===== src/rtl/fcr_pkg.sv =====
package fcr_pkg;
  localparam int REG_W   = 8;
  localparam int N_RAILS = 3;
  localparam int MR_POS  = 1;

  // Bit position for each rail monitor; the arming pattern 0x0D depends on it.
  function automatic int rail_pos(input int k);
    case (k)
      0:       return 0;
      1:       return 2;
      default: return 3;
    endcase
  endfunction

  // Set of bits that hold state; all others read zero.
  function automatic logic [REG_W-1:0] live_mask();
    logic [REG_W-1:0] m;
    m = '0;
    for (int k = 0; k < N_RAILS; k++) m[rail_pos(k)] = 1'b1;
    m[MR_POS] = 1'b1;
    return m;
  endfunction
endpackage


===== src/rtl/fcr_src_map.sv =====
module fcr_src_map #(
  parameter int DATA_W = fcr_pkg::REG_W,
  parameter int N_RAIL = fcr_pkg::N_RAILS
) (
  input  logic [N_RAIL-1:0] rail_fail,
  input  logic              mr_fail,
  output logic [DATA_W-1:0] flt_vec
);
  always_comb begin
    flt_vec = '0;
    for (int k = 0; k < N_RAIL; k++) flt_vec[fcr_pkg::rail_pos(k)] = rail_fail[k];
    flt_vec[fcr_pkg::MR_POS] = mr_fail;
  end
endmodule


===== src/rtl/fcr_cell.sv =====
module fcr_cell #(
  parameter bit LIVE = 1'b1
) (
  input  logic clk,
  input  logic rst_n,
  input  logic wr_en,
  input  logic wr_bit,
  input  logic fault,
  output logic q
);
  generate
    if (LIVE) begin : g_live
      logic state_q;
      always_ff @(posedge clk) begin
        if (!rst_n)     state_q <= 1'b0;
        else if (fault) state_q <= 1'b0;
        else if (wr_en) state_q <= wr_bit;
      end
      assign q = state_q;
    end else begin : g_dead
      logic unused;
      assign unused = clk ^ rst_n ^ wr_en ^ wr_bit ^ fault;
      assign q = 1'b0;
    end
  endgenerate
endmodule


===== src/rtl/fault_cause_reg.sv =====
module fault_cause_reg #(
  parameter int DATA_W = fcr_pkg::REG_W,
  parameter int N_RAIL = fcr_pkg::N_RAILS
) (
  input  logic              clk,
  input  logic              rst_n,
  input  logic              host_wr_en,
  input  logic [DATA_W-1:0] host_wr_data,
  input  logic [N_RAIL-1:0] rail_fail,
  input  logic              mr_fail,
  output logic [DATA_W-1:0] host_rd_data
);
  localparam logic [DATA_W-1:0] LIVE_M = DATA_W'(fcr_pkg::live_mask());

  logic [DATA_W-1:0] flt_vec;

  fcr_src_map #(.DATA_W(DATA_W), .N_RAIL(N_RAIL)) u_map (
    .rail_fail (rail_fail),
    .mr_fail   (mr_fail),
    .flt_vec   (flt_vec)
  );

  generate
    for (genvar i = 0; i < DATA_W; i++) begin : g_bit
      fcr_cell #(.LIVE(LIVE_M[i])) u_cell (
        .clk    (clk),
        .rst_n  (rst_n),
        .wr_en  (host_wr_en),
        .wr_bit (host_wr_data[i]),
        .fault  (flt_vec[i]),
        .q      (host_rd_data[i])
      );
    end
  endgenerate
endmodule


===== config.mk =====
export PLATFORM = sky130hd
export DESIGN_NAME = fault_cause_reg
export DESIGN_NICKNAME = d
export VERILOG_FILES = /design/src/rtl/fcr_pkg.sv /design/src/rtl/fcr_src_map.sv /design/src/rtl/fcr_cell.sv /design/src/rtl/fault_cause_reg.sv
export SDC_FILE = /design/constraint.sdc
export NUM_CORES = 1
export LEC_CHECK = 0
export BUFFER_PORTS_ARGS = -buffer_cell sky130_fd_sc_hd__buf_2
export CORE_AREA = 5 5 42 44
export CTS_CLUSTER_DIAMETER = 30
export CTS_CLUSTER_SIZE = 28
export DETAILED_ROUTE_END_ITERATION = 8
export DIE_AREA = 0 0 47 49
export PLACE_DENSITY_LB_ADDON = 0.1
export SKIP_CTS_REPAIR_TIMING = 1
export SLEW_MARGIN = 20
export SYNTH_ARGS = -nofsm -noshare
export SYNTH_HDL_FRONTEND = slang
export SYNTH_SLANG_ARGS = --single-unit

===== constraint.sdc =====
create_clock -name clk -period 1.5 [get_ports clk]
set_clock_uncertainty 0.1 [all_clocks]
set_input_delay 0.15 -clock clk [delete_from_list [all_inputs] [get_ports clk]]
set_output_delay 0.15 -clock clk [all_outputs]
set_load 0.005 [all_outputs]

==> reports/summary.txt <==
worst min path class - input port to flip-flop
Tot GR Track Use - 0.0486
critical path buffer and inverter count - 1
peak fanout along the critical path - 2
Post-Route Setup TNS - 0 ns
Power Density - 858 mW/mm2
Syn Area/Cell - 11.1 um2
Hold WS - 0.0981 ns
CP Launch Type - flip-flop
synthesized instance count - 22
Rows - 14
Max Root-Sink Buffers - 2
Leakage Power - 0.170 nW
buffers added on ports - 14
worst path required time - 1.25 ns
minimum clock period - 0.918 ns
Hold Startpoint - rst_n
status - finished, final reports clean
placed cell count - 46
Crit-path slowest cell - dfxtp_1
Post-Route WL - 460 um
total grt overflow - 0
Critical Path AT - 0.67 ns
gpl congestion - 0.567
Via density - 3.45
R2R depth - 2
Routed Antenna Nets - 0
initial antenna violation count - 0
Starting DRT DRC Count - 1
nets@finish - 54
die extent in x - 47 um
slowest stage delay, CP - 0.32 ns
Largest register FFs - 4
Via Count - 183
core footprint - 0.00140 mm2
H-tree depth - 1
Clk Tree Root Cell - clkbuf_4
CTS tree - done
CP endpoint kind - output pin
pin count of the biggest net entering global routing - 5
Clock transition at path regs - 0.04 ns
HPWL Detailed - 393 um
WHS Endpoint - g_bit[2].u_cell.q
Skew-Pair Late Insertion Delay - 0.23 ns
first-pass GRT wire length - 717 um
Starting Density - 0.175
Peak VDD IR - 0.000342 V
Netlist Area Pre-Place - 245 um2
synthesized flop and latch total - 4
CTS Sinks - 4
Final setup violation count - 0
crit path setup slack, layout - 0.582 ns
Area Overhead vs Synth - 37.8%
drt pass-1 iters - 2
Ports - 23
Reg-to-Reg Start - g_bit[1].u_cell.q
top cell type's share of synthesized area - 0.327
Synth Warn # - 0
CTS Buf Count - 3
top post-synthesis cells by area - dfxtp_1 (33%), buf_4 (24%), nor3b_2 (20%)
CP Class - flip-flop to output pin
DP Worst Slack - 0.646 ns
CP delay by family, top - flip-flops
Antenna diodes - 0
Hold Path Stages - 2
reg2reg end - g_bit[1].u_cell.q
layout cells sized above 1 - 0.568
cell area after layout - 338 um2
Distinct cells, synth - 6
Placement Cell Area - 275 um2
fin. max-slew vios - 0
sequential element share of the synthesized area - 0.327
Max Cap Viol - 0
FMAX - 1.09 GHz
R2R setup slack - 0.76 ns
DRC - 0
Critical Path, Cell by Cell - buf_2
Finished Layout Cells - 53
Synth area leader - dfxtp_1
vias in the first global route - 195
final hold vios - 0
die area - 0.00230 mm2
fin crit share - 0.612
RSZ-0062 raised after global routing - false
die height - 49 um
mean routed wirelength per cell - 8.68 um
-- report_power, final --
part / leakage [nW] / switching [mW] / internal (mW) / total [mW]
Combinational: 0.123 / 0.0163 / 0.0266 / 0.0428
Sequential: 0.0326 / 0.00150 / 0.110 / 0.112
Clock: 0.0138 / 0.0456 / 0.0896 / 0.135
Total: 0.170 / 0.0634 / 0.227 / 0.290
-- cells in the mapped netlist --
cell type / n
mux2i_1: 4
dfxtp_1: 4
conb_1: 1
nor3b_2: 4
buf_6: 1
buf_4: 8
-- per-stage QoR --
stage	power (mW)	util
global route	0.305	0.241
detailed placement	0.149	0.196
finish	0.290	0.241
global placement	0.148	0.196
CTS	0.289	0.213
floorplan	0.145	-
-- how the worst max path moves through the flow --
| stage | start | end | slack, ns | cells after the start |
|---|---|---|---|---|
| finish | g_bit[0].u_cell.q | host_rd_data[0] | 0.58 | 1 |
| global route | g_bit[3].u_cell.q | host_rd_data[3] | 0.55 | 1 |
| CTS | g_bit[0].u_cell.q | host_rd_data[0] | 0.58 | 1 |
| detailed placement | host_wr_en | g_bit[1].u_cell.q | 0.65 | 3 |
| global placement | host_wr_en | g_bit[1].u_cell.q | 0.68 | 3 |
| floorplan | host_wr_en | g_bit[0].u_cell.q | 0.79 | 3 |
-- layout by cell type (no fill, tap or decap), drive strengths merged --
cell         count
mux2i            4
clkbuf           3
buf             14
conb             4
dfxtp            4
dlygate4sd3      4
nor3b            4
-- area by class of cell --
class,instances,area [um2]
clock buffers,3,22.5
fillers,164,1060
multi-input cells,12,105
flip-flops and latches,4,80.1
well taps,16,20.0
repair buffers,18,110
-- metal layers --
layer  wire (um)  vias up  track usage  part of all wire
met3          42        0       0.0221             0.091
li1            -       90            -                 -
met4           0        0       0.0691                 0
met5           0        -            0                 0
met2         286        6       0.0724              0.62
met1         131       87       0.0352              0.28
-- cells by family after synthesis --
family,synth area share
flops,0.327
simple gates,0.204
other cells,0.0153
buf+inv,0.291
mux,0.163
Power figures use the tool's default switching activity.
